===== config.mk =====
export PLATFORM = sky130hd
export DESIGN_NAME = sc_xcvr
export DESIGN_NICKNAME = d
export VERILOG_FILES = /design/src/rtl/sc_pkg.sv /design/src/rtl/sc_bitclk.sv /design/src/rtl/sc_tx.sv /design/src/rtl/sc_rx.sv /design/src/rtl/sc_xcvr.sv
export SDC_FILE = /design/constraint.sdc
export NUM_CORES = 1
export LEC_CHECK = 0
export BUFFER_PORTS_ARGS = -buffer_cell sky130_fd_sc_hd__buf_2
export CAP_MARGIN = 40
export CELL_PAD_IN_SITES_DETAIL_PLACEMENT = 0
export CELL_PAD_IN_SITES_GLOBAL_PLACEMENT = 2
export CORE_ASPECT_RATIO = 0.9
export CORE_MARGIN = 3
export CORE_UTILIZATION = 37
export CTS_CLUSTER_DIAMETER = 40
export DETAILED_ROUTE_END_ITERATION = 10
export PLACE_DENSITY_LB_ADDON = 0.15
export SLEW_MARGIN = 10
export SYNTH_ARGS = -nofsm -noshare
export SYNTH_HDL_FRONTEND = slang
export SYNTH_SLANG_ARGS = --single-unit

===== constraint.sdc =====
create_clock -name clk -period 3.15 [get_ports clk]
set_input_delay 0 -clock clk [delete_from_list [all_inputs] [get_ports clk]]
set_output_delay 0 -clock clk [all_outputs]
set_load 0.02 [all_outputs]

===== src/rtl/sc_pkg.sv =====
package sc_pkg;

    localparam int CHAR_W = 8;

    typedef enum logic [1:0] {
        PRE_DIV1  = 2'd0,
        PRE_DIV4  = 2'd1,
        PRE_DIV16 = 2'd2,
        PRE_DIV64 = 2'd3
    } prescale_e;

    typedef struct packed {
        logic              valid;
        logic [CHAR_W-1:0] data;
    } char_slot_t;

    // terminal count of the prescaler for each selection
    function automatic logic [5:0] pre_limit(input prescale_e sel);
        case (sel)
            PRE_DIV1:  pre_limit = 6'd0;
            PRE_DIV4:  pre_limit = 6'd3;
            PRE_DIV16: pre_limit = 6'd15;
            default:   pre_limit = 6'd63;
        endcase
    endfunction

    // data byte -> line bits in send order (index 0 goes first)
    function automatic logic [CHAR_W-1:0] to_line(input logic [CHAR_W-1:0] d, input logic inv);
        for (int i = 0; i < CHAR_W; i++)
            to_line[i] = inv ? ~d[CHAR_W-1-i] : d[i];
    endfunction

    // line bits in receive order -> data byte
    function automatic logic [CHAR_W-1:0] from_line(input logic [CHAR_W-1:0] l, input logic inv);
        for (int i = 0; i < CHAR_W; i++) begin
            if (inv) from_line[CHAR_W-1-i] = ~l[i];
            else     from_line[i]          = l[i];
        end
    endfunction

    function automatic logic even_par(input logic [CHAR_W-1:0] l);
        even_par = ^l;
    endfunction

endpackage


===== src/rtl/sc_bitclk.sv =====
module sc_bitclk
    import sc_pkg::*;
#(
    parameter int BRR_W = 8
) (
    input  logic             clk,
    input  logic             rst,
    input  prescale_e        pre_sel,
    input  logic [BRR_W-1:0] brr,
    output logic             tick
);
    logic [5:0]       pre_cnt;
    logic             pre_tick;
    logic [BRR_W-1:0] div_cnt;

    assign pre_tick = (pre_cnt >= pre_limit(pre_sel));

    always_ff @(posedge clk) begin
        if (rst)           pre_cnt <= '0;
        else if (pre_tick) pre_cnt <= '0;
        else               pre_cnt <= pre_cnt + 6'd1;
    end

    always_ff @(posedge clk) begin
        if (rst) begin
            div_cnt <= '0;
            tick    <= 1'b0;
        end else begin
            tick <= 1'b0;
            if (pre_tick) begin
                if (div_cnt >= brr) begin
                    div_cnt <= '0;
                    tick    <= 1'b1;
                end else begin
                    div_cnt <= div_cnt + 1'b1;
                end
            end
        end
    end
endmodule


===== src/rtl/sc_tx.sv =====
module sc_tx
    import sc_pkg::*;
#(
    parameter int OSR     = 16,
    parameter int RETRY_W = 3
) (
    input  logic               clk,
    input  logic               rst,
    input  logic               tick,
    input  logic               smart,
    input  logic               inverse,
    input  logic [RETRY_W-1:0] max_retry,
    input  logic               line_in,
    input  logic               start,
    input  logic [CHAR_W-1:0]  start_data,
    output logic               accept,
    output logic               busy,
    output logic               drive_low,
    output logic               fail,
    output logic [RETRY_W-1:0] retry_cnt
);
    localparam int SUB_W = $clog2(OSR);
    localparam logic [SUB_W-1:0] SUB_LAST = SUB_W'(OSR - 1);
    localparam logic [3:0] ETU_PAR  = 4'd9;
    localparam logic [3:0] ETU_CHK  = 4'd11;
    localparam logic [3:0] ETU_LAST = 4'd11;

    logic [3:0]       etu;
    logic [SUB_W-1:0] sub;
    logic [CHAR_W:0]  bits;
    logic             err_seen;
    logic [3:0]       bit_idx;
    logic             level;
    logic [CHAR_W-1:0] conv;

    assign accept  = tick && !busy && start;
    assign conv    = to_line(start_data, inverse);
    assign bit_idx = etu - 4'd1;

    always_comb begin
        level = 1'b1;
        if (busy) begin
            if (etu == 4'd0)         level = 1'b0;
            else if (etu <= ETU_PAR) level = bits[bit_idx];
        end
    end
    assign drive_low = !level;

    always_ff @(posedge clk) begin
        if (rst) begin
            busy      <= 1'b0;
            etu       <= '0;
            sub       <= '0;
            bits      <= '0;
            err_seen  <= 1'b0;
            retry_cnt <= '0;
            fail      <= 1'b0;
        end else begin
            fail <= 1'b0;
            if (!busy) begin
                retry_cnt <= '0;
                if (accept) begin
                    busy     <= 1'b1;
                    etu      <= '0;
                    sub      <= '0;
                    bits     <= {even_par(conv), conv};
                    err_seen <= 1'b0;
                end
            end else if (tick) begin
                if (smart && etu == ETU_CHK && sub == '0)
                    err_seen <= !line_in;
                if (sub == SUB_LAST) begin
                    sub <= '0;
                    if (etu == ETU_LAST) begin
                        if (smart && err_seen) begin
                            if (retry_cnt < max_retry) begin
                                retry_cnt <= retry_cnt + 1'b1;
                                etu       <= '0;
                                err_seen  <= 1'b0;
                            end else begin
                                busy <= 1'b0;
                                fail <= 1'b1;
                            end
                        end else begin
                            busy <= 1'b0;
                        end
                    end else begin
                        etu <= etu + 4'd1;
                    end
                end else begin
                    sub <= sub + 1'b1;
                end
            end
        end
    end
endmodule


===== src/rtl/sc_rx.sv =====
module sc_rx
    import sc_pkg::*;
#(
    parameter int OSR = 16
) (
    input  logic              clk,
    input  logic              rst,
    input  logic              tick,
    input  logic              enable,
    input  logic              smart,
    input  logic              inverse,
    input  logic              line_in,
    output logic              busy,
    output logic              drive_low,
    output logic              got,
    output logic [CHAR_W-1:0] data,
    output logic              perr
);
    localparam int SUB_W = $clog2(OSR);
    localparam logic [SUB_W-1:0] SUB_LAST = SUB_W'(OSR - 1);
    localparam logic [SUB_W-1:0] SUB_MID  = SUB_W'(OSR / 2);

    logic [3:0]        etu;
    logic [SUB_W-1:0]  sub;
    logic [CHAR_W-1:0] sh;
    logic              nack;
    logic [3:0]        bit_idx;
    logic              bad;

    assign bit_idx = etu - 4'd1;
    assign bad     = even_par(sh) ^ line_in;

    always_ff @(posedge clk) begin
        if (rst) begin
            busy      <= 1'b0;
            etu       <= '0;
            sub       <= '0;
            sh        <= '0;
            nack      <= 1'b0;
            drive_low <= 1'b0;
            got       <= 1'b0;
            data      <= '0;
            perr      <= 1'b0;
        end else begin
            got  <= 1'b0;
            perr <= 1'b0;
            if (!busy) begin
                if (tick && enable && !line_in) begin
                    busy <= 1'b1;
                    etu  <= '0;
                    sub  <= SUB_W'(1);
                    nack <= 1'b0;
                end
            end else if (tick) begin
                if (sub == SUB_LAST) begin
                    sub <= '0;
                    etu <= etu + 4'd1;
                end else begin
                    sub <= sub + 1'b1;
                end
                if (sub == SUB_MID) begin
                    if (etu == 4'd0) begin
                        if (line_in) busy <= 1'b0;
                    end else if (etu <= 4'd8) begin
                        sh[bit_idx[2:0]] <= line_in;
                    end else if (etu == 4'd9) begin
                        if (!bad) begin
                            got  <= 1'b1;
                            data <= from_line(sh, inverse);
                        end else if (smart) begin
                            nack <= 1'b1;
                        end else begin
                            perr <= 1'b1;
                        end
                    end else if (etu == 4'd10) begin
                        if (nack) drive_low <= 1'b1;
                        else      busy      <= 1'b0;
                    end else begin
                        drive_low <= 1'b0;
                        busy      <= 1'b0;
                    end
                end
            end
        end
    end
endmodule


===== src/rtl/sc_xcvr.sv =====
module sc_xcvr
    import sc_pkg::*;
#(
    parameter int OSR     = 16,
    parameter int BRR_W   = 8,
    parameter int RETRY_W = 3
) (
    input  logic               clk,
    input  logic               rst,
    input  logic               cfg_smart,
    input  logic               cfg_inverse,
    input  logic [1:0]         cfg_prescale,
    input  logic [BRR_W-1:0]   cfg_brr,
    input  logic [RETRY_W-1:0] cfg_max_retry,
    input  logic               tx_wr,
    input  logic [7:0]         tx_wdata,
    input  logic               rx_rd,
    output logic [7:0]         rx_rdata,
    input  logic               err_clr,
    output logic               irq_txe,
    output logic               irq_rxf,
    output logic               irq_err,
    input  logic               io_in,
    output logic               io_drive_low
);
    logic line_meta, line_s;
    logic tick;
    char_slot_t hold;
    logic tx_busy, tx_drv, tx_fail, tx_accept, tx_req;
    logic [RETRY_W-1:0] tx_retry;
    logic rx_busy, rx_drv, rx_got, rx_perr, rx_en;
    logic [CHAR_W-1:0] rx_char;
    logic err_q, rxf_q;

    always_ff @(posedge clk) begin
        if (rst) begin
            line_meta <= 1'b1;
            line_s    <= 1'b1;
        end else begin
            line_meta <= io_in;
            line_s    <= line_meta;
        end
    end

    sc_bitclk #(.BRR_W(BRR_W)) bitclk_i (
        .clk     (clk),
        .rst     (rst),
        .pre_sel (prescale_e'(cfg_prescale)),
        .brr     (cfg_brr),
        .tick    (tick)
    );

    assign tx_req = hold.valid && !rx_busy && !err_q;
    assign rx_en  = !tx_busy && !tx_accept;

    sc_tx #(.OSR(OSR), .RETRY_W(RETRY_W)) tx_i (
        .clk        (clk),
        .rst        (rst),
        .tick       (tick),
        .smart      (cfg_smart),
        .inverse    (cfg_inverse),
        .max_retry  (cfg_max_retry),
        .line_in    (line_s),
        .start      (tx_req),
        .start_data (hold.data),
        .accept     (tx_accept),
        .busy       (tx_busy),
        .drive_low  (tx_drv),
        .fail       (tx_fail),
        .retry_cnt  (tx_retry)
    );

    sc_rx #(.OSR(OSR)) rx_i (
        .clk       (clk),
        .rst       (rst),
        .tick      (tick),
        .enable    (rx_en),
        .smart     (cfg_smart),
        .inverse   (cfg_inverse),
        .line_in   (line_s),
        .busy      (rx_busy),
        .drive_low (rx_drv),
        .got       (rx_got),
        .data      (rx_char),
        .perr      (rx_perr)
    );

    always_ff @(posedge clk) begin
        if (rst) begin
            hold <= '0;
        end else if (tx_accept) begin
            hold.valid <= 1'b0;
        end else if (tx_wr && !hold.valid) begin
            hold.valid <= 1'b1;
            hold.data  <= tx_wdata;
        end
    end

    always_ff @(posedge clk) begin
        if (rst) begin
            rxf_q    <= 1'b0;
            rx_rdata <= '0;
            err_q    <= 1'b0;
        end else begin
            if (rx_got) begin
                rxf_q    <= 1'b1;
                rx_rdata <= rx_char;
            end else if (rx_rd) begin
                rxf_q <= 1'b0;
            end
            if (tx_fail || rx_perr) err_q <= 1'b1;
            else if (err_clr)       err_q <= 1'b0;
        end
    end

    assign irq_txe      = !hold.valid;
    assign irq_rxf      = rxf_q;
    assign irq_err      = err_q;
    assign io_drive_low = tx_drv || rx_drv;
endmodule


==> impl_metrics.env, run 1 <==
export IMPL_cp_arrival_ps=2910
export IMPL_crit_chain="inv_1 > ha_1 > nor4bb_1 > nand4_1 > mux2i_4 > mux2i_1 > nor2_1"
export IMPL_final_antenna_net_count=0
export IMPL_netlist_instances=567
export IMPL_synth_edf_count=0
export IMPL_dpl_hpwl_mm=7.61
export IMPL_ys_ff_latch=88
export IMPL_power_w=0.00247
export IMPL_p_switching_w=0.000572
export IMPL_yosysSeqAreaShare_pct=36.6
export IMPL_max_slew_margin_pct=40.6
export IMPL_critPathBufInv=1
export IMPL_place_congestion=0.820
export IMPL_fin_worst_skew_ps=10.4
export IMPL_synth_nets=626
export IMPL_hp_class="in2reg"
export IMPL_seq_power_share_pct=46.2
export IMPL_endpoint_kind="register"
export IMPL_cts_tree="built"
export IMPL_final_area_sq_um=5580
export IMPL_firstDrtPassIters=4
export IMPL_yosys_warnings=0
export IMPL_yosysTopAreaCell="dfxtp_1"
export IMPL_synth_xor_area_share_pct=5.14
export IMPL_slew_violations=0
export IMPL_max_stage_delay_ps=540
export IMPL_fin_cells=772
export IMPL_grt_max_degree=41
export IMPL_core_sq_um=12400
export IMPL_synth_top_family_by_area="simple AND/OR/NAND/NOR gates"
export IMPL_crit_fanout=13
export IMPL_port_buffers=40
export IMPL_final_setup_viol_count=0
export IMPL_synth_cell_types=59
export IMPL_power_internal_w=0.00190
export IMPL_cts_buffer_depth=2
export IMPL_synth_area_sq_um=4820
export IMPL_route_detailed_vias_per_inst=5.17
export IMPL_grt_ovfl_total=0
export IMPL_routedWlPerCell_microns=13.7
export IMPL_synth_area_mux_share_pct=8.68
export IMPL_cts_buffers=9
export IMPL_vias=3992
export IMPL_synth_compound_area_share_pct=13.9
export IMPL_power_frac_comb_pct=6.7
export IMPL_swShare_pct=23.1
export IMPL_hold_viol=0
export IMPL_synth_simple_area_share_pct=21.8
export IMPL_start_kind="register"
export IMPL_grt_pass1_wl_mm=18.6
export IMPL_drt_iter0_drc=255
export IMPL_dieArea_sq_um=14400
export IMPL_htree_num_levels=3
export IMPL_fin_crit_ps=2680
export IMPL_cpLargestDelayFamily="simple AND/OR/NAND/NOR gates"
export IMPL_synth_most_common_cell="dfxtp_1"
export IMPL_antenna_found_initial=0
export IMPL_yosys_top_cells_area="dfxtp_1 (37%), ha_1 (7.8%), mux2i_1 (7.3%)"
export IMPL_avgSynthCellArea_sq_um=8.49
export IMPL_worst_path_max_delay_cell="nor4bb_1"
export IMPL_root_buffer="clkbuf_16"
export IMPL_io_pins=41
export IMPL_fp_dieH_microns=114
export IMPL_power_density_nw_per_um2=443
export IMPL_rsz0062_at_grt="false"
export IMPL_pre_cts_ws_ps=440
export IMPL_finalCritPeriodShare_pct=85.1
export IMPL_drive_gt1_share_pct=12.3
export IMPL_clkPwrFrac_pct=47.1
export IMPL_clock_latency_ps=350
export IMPL_synth_adder_area_share_pct=7.79
export IMPL_drv_cap=0
export IMPL_worst_slack_ps=470
export IMPL_fmax_mhz=373
export IMPL_tns_ps=0
export IMPL_path_clk_slew_ps=60
export IMPL_grt_pass1_vias=3880
export IMPL_multi_input_area_sq_um=2760
export IMPL_final_seq_area_sq_um=1760
export IMPL_status="completed"
export IMPL_area_growth_pct=15.8
export IMPL_ir_worst_vdd_mv=0.346
export IMPL_power_leakage_nw=2.17
export IMPL_n_antenna_cell=0
export IMPL_cts_setup_buffers=0
export IMPL_fillerInstances=1244
export IMPL_grtUsageTotal_pct=15.7
export IMPL_layout_nets=666
export IMPL_post_dp_cell_area_sq_um=5130
export IMPL_wl_mm=10.6
export IMPL_synth_top_area_share_pct=36.6
export IMPL_synth_main_ff_cell="dfxtp_1"
export IMPL_tightest_slew_ps=889
export IMPL_drc_errors=0
export IMPL_worstPathRequired_ps=3380
export IMPL_cts_sinks=88
export IMPL_rows=38
export IMPL_start_util_pct=39.0
export IMPL_dp_cells=743
export IMPL_die_x_microns=126
export IMPL_synthTopCellsByCount="dfxtp_1 (88), nor2_1 (80), inv_1 (44)"
export IMPL_critical_path_class="reg2reg"
export IMPL_async_flop_share_pct=0
==> worst paths after layout <==
kind | startpoint | to | slack, ps | depth (start not counted)
max | rx_i.etu[0] | rx_i.data[3] | 470 | 7
min | rst | tx_i.sub[2] | 210 | 2
max reg2reg | rx_i.etu[0] | rx_i.data[3] | 470 | 7
min reg2reg | line_meta | line_s | 420 | 1
==> what timing repair did <==
item	CTS	global route
hold buffers	13	0
endpoints found under the hold margin	13	0
gates resized for setup	0	0
==> metrics by stage <==
step | hold WS (ps) | utilization (%)
after floorplan | 76.6 | -
after global placement | 186 | 41.5
after detailed placement | 186 | 41.5
after CTS | 210 | 45.1
after global routing | 248 | 45.1
final | 214 | 45.1
==> worst reg2reg max path, cell delays in order, from the launching register on <==
cell and delay, ps:
dfxtp_1 510, inv_1 190, ha_1 320, nor4bb_1 540, nand4_1 220, mux2i_4 480, mux2i_1 250, nor2_1 50
==> sequential cells by signal, indices dropped and copies added, names as in the netlist, 3 cells and up <==
signal            cells
hold                  9
tx_i.bits             9
bitclk_i.div_cnt      8
rx_i.data             8
rx_i.sh               8
rx_rdata              8
bitclk_i.pre_cnt      6
rx_i.etu              4
rx_i.sub              4
tx_i.etu              4
tx_i.sub              4
tx_i.retry_cnt        3
==> cell families after synthesis <==
family          after synthesis
simple gates                212
compound gates              101
flops                        88
buf+inv                      73
mux                          38
fa+ha+maj                    30
xor+xnor                     25
==> cell type report <==
| class | count | share of cell area (%) |
|---|---|---|
| Multi-Input combinational cell | 406 | 49.5 |
| Sequential cell | 88 | 31.6 |
| Timing Repair Buffer | 58 | 6.60 |
| Clock buffer | 10 | 4.11 |
| Tap cell | 160 | 3.59 |
| Inverter | 44 | 2.96 |
| Clock inverter | 6 | 1.64 |
==> power groups by stage <==
stage	Clock [W]	Sequential, W	Combinational (W)
after detailed placement	0	0.00117	0.000154
after floorplan	0	0.00116	0.000112
after global placement	0	0.00117	0.000151
after CTS	0.00121	0.00114	0.000167
after global routing	0.00125	0.00114	0.000189
final	0.00117	0.00114	0.000164
==> cells in the final DEF, fill, tap and decap left out, drive strengths merged, types with 3 or more instances in the layout <==
master,n
dfxtp,88
nor2,80
inv,45
buf,45
mux2i,36
a21oi,35
nand2,30
ha,30
nand3,23
nor3,17
a211oi,16
xnor2,15
nand4,15
o21ai,13
dlygate4sd3,13
clkbuf,10
or3,9
xor2,8
o211ai,7
a31oi,6
nor2b,5
nand2b,5
or4,4
o32ai,4
or2,4
o21a,3
a21o,3
nand3b,3
and3,3
clkinv,3
==> routing by layer <==
layer  vias to the layer above  global-route usage, %  share of wire (%)
met5                         -                      0                  0
met4                         0                   4.29               0.85
met3                         8                   4.62                4.1
met2                        59                   24.3                 44
met1                      1847                   21.4                 51
li1                       2078                      -                  -
Power figures use the tool's default switching activity.
==> inputs of run 2 (changes only) <==
ABC_CLOCK_PERIOD_IN_PS = 2600   (was unset)
clock period = 2.6 ns   (was 3.15 ns; I/O delays follow)
==> run 2 against run 1 <==
Compared with the run above: clock skew shrank 8.1 ps; worst hold slack worse by 130 ps; combinational power is 29% higher; cell count increased by 1.4%; first-iteration DRC count down 15%; critical path type is now reg2out; highest routed layer unchanged.
==> impl_metrics.env, run 2 (synthesis results as in run 1) <==
export IMPL_drc_errors=0
export IMPL_core_sq_um=12400
export IMPL_grt_ovfl_total=0
export IMPL_r2r_setup_slack_ps=250
export IMPL_drive_gt1_share_pct=14.1
export IMPL_endpoint_kind="primary output"
export IMPL_routedWlPerCell_microns=13.6
export IMPL_critical_path_class="reg2out"
export IMPL_power_density_nw_per_um2=520
export IMPL_fin_worst_skew_ps=2.32
export IMPL_start_util_pct=39.0
export IMPL_grtUsageTotal_pct=15.5
export IMPL_rsz0062_at_grt="false"
export IMPL_timing_rr_start="rx_i.etu[1]"
export IMPL_crit_chain="inv_1 > ha_1 > mux4_2 > mux2i_1 > nor2_1 > or4_1 > a21oi_1 > buf_2"
export IMPL_cts_buffers=9
export IMPL_layout_common_cells="dfxtp_1 (87), nor2_1 (80), inv_1 (44)"
export IMPL_power_frac_comb_pct=7.2
export IMPL_crit_path_start="tx_i.etu[0]"
export IMPL_n_antenna_cell=0
export IMPL_start_kind="register"
export IMPL_cpLargestDelayFamily="multiplexers"
export IMPL_crit_end="io_drive_low"
export IMPL_max_stage_delay_ps=440
export IMPL_cp_num_cells=8
export IMPL_p_switching_w=0.000686
export IMPL_final_common_cell="dfxtp_1"
export IMPL_layout_nets=677
export IMPL_tightest_slew_ps=574
export IMPL_grt_pass1_wl_mm=18.5
export IMPL_clkPwrFrac_pct=46.0
export IMPL_status="completed"
export IMPL_die_x_microns=126
export IMPL_dieArea_sq_um=14400
export IMPL_max_slew_margin_pct=61.3
export IMPL_r2r_end="rx_i.sh[4]"
export IMPL_swShare_pct=23.2
export IMPL_seq_power_share_pct=46.8
export IMPL_vias=4015
export IMPL_cts_sinks=88
export IMPL_root_buffer="clkbuf_16"
export IMPL_multi_input_area_sq_um=2760
export IMPL_drv_cap=0
export IMPL_final_setup_viol_count=0
export IMPL_slew_violations=0
export IMPL_cts_tree="built"
export IMPL_clock_latency_ps=340
export IMPL_place_congestion=0.793
export IMPL_tns_ps=0
export IMPL_worstPathRequired_ps=2600
export IMPL_final_core_util_pct=45.9
export IMPL_largestRegisters="hold: 9 flops, tx_i.bits: 9 flops"
export IMPL_grt_pass1_vias=3819
export IMPL_crit_fanout=9
export IMPL_firstDrtPassIters=5
export IMPL_path_clk_slew_ps=60
export IMPL_cp_arrival_ps=2450
export IMPL_fin_crit_ps=2450
export IMPL_fillerInstances=1277
export IMPL_dpl_hpwl_mm=7.72
export IMPL_antenna_found_initial=0
export IMPL_htree_num_levels=3
export IMPL_grt_max_degree=31
export IMPL_ir_worst_vdd_mv=0.405
export IMPL_hold_viol=0
export IMPL_power_internal_w=0.00227
export IMPL_hp_class="in2reg"
export IMPL_final_antenna_net_count=0
export IMPL_rows=38
export IMPL_finalCritPeriodShare_pct=94.3
export IMPL_rr_worst_depth=7
export IMPL_drt_iter0_drc=218
export IMPL_route_detailed_vias_per_inst=5.13
export IMPL_power_leakage_nw=2.23
export IMPL_fmax_mhz=408
export IMPL_final_seq_area_sq_um=1760
export IMPL_wl_mm=10.7
export IMPL_critPathBufInv=2
export IMPL_worst_path_max_delay_cell="dfxtp_2"
export IMPL_port_buffers=40
export IMPL_io_pins=41
export IMPL_area_growth_pct=17.9
export IMPL_fp_dieH_microns=114
export IMPL_cts_buffer_depth=2
==> run 2: cell count changes in the layout (fill, tap and decap cells not counted) <==
cell	before	now
dfxtp_1	88	87
clkinvlp_4	0	1
dfxtp_2	0	1
clkbuf_1	1	0
buf_4	5	15
bufinv_16	2	1
buf_16	0	1
clkbuf_8	0	2
clkinv_2	1	0
==> run 2: power groups by stage <==
| stage | combinational (W) | clock (W) | sequential [W] |
|---|---|---|---|
| 4_1_cts | 0.000212 | 0.00141 | 0.00138 |
| 2_1_floorplan | 0.000136 | 0 | 0.00141 |
| 6_report | 0.000211 | 0.00136 | 0.00138 |
| 3_3_place_gp | 0.000189 | 0 | 0.00141 |
| 3_5_place_dp | 0.000197 | 0 | 0.00141 |
| 5_1_grt | 0.000241 | 0.00146 | 0.00138 |
==> run 2: worst reg2reg max path, cell delays in order, from the launching register on <==
cell and delay [ps]:
dfxtp_1 400, inv_1 100, ha_1 280, nor2b_1 190, xnor2_1 410, or4b_2 650
mux2i_1 170, nor2_1 50
==> run 2: per-stage QoR <==
step                setup WS [ps]  hold WS [ps]  instances  total power (W)  cell area, sq um
floorplan                     308          76.6        567          0.00154              4820
global placement              283           187        752          0.00160              5190
detailed placement            279           191        753          0.00161              5220
CTS                           127          78.1        782          0.00300              5670
global route                 16.2          88.4        783          0.00309              5680
finish                        149          80.1        783          0.00295              5680
==> run 2: cell type report <==
class                      instances  share of cell area, %
multi-input combinational        406                   48.6
sequential                        88                   31.1
timing repair buffer              69                   8.29
clock buffer                      11                   4.45
tap                              160                   3.53
inverter                          44                   2.91
clock inverter                     5                   1.12
==> run 2: repair_timing <==
action	CTS	global route
resized for setup	1	0
endpoints found under the hold margin	13	0
buffers inserted	0	0
hold buffers	13	0
setup endpoints to repair	1	0
==> run 2: routing by layer <==
metal | share of wire, % | vias to the layer above | track usage [%]
met4 | 1.0 | 0 | 4.29
met1 | 52 | 1849 | 21.2
met3 | 3.3 | 7 | 3.96
met5 | 0 | - | 0
li1 | - | 2105 | -
met2 | 43 | 54 | 24.5
==> run 2: worst min path at each step <==
stage,from,end,depth (start not counted)
detailed placement,io_in,line_meta,2
floorplan,cfg_smart,rx_i.perr,1
global placement,io_in,line_meta,2
finish,rst,rx_i.sub[3],2
global route,rst,rx_i.sub[3],2
CTS,rst,tx_i.sub[0],2
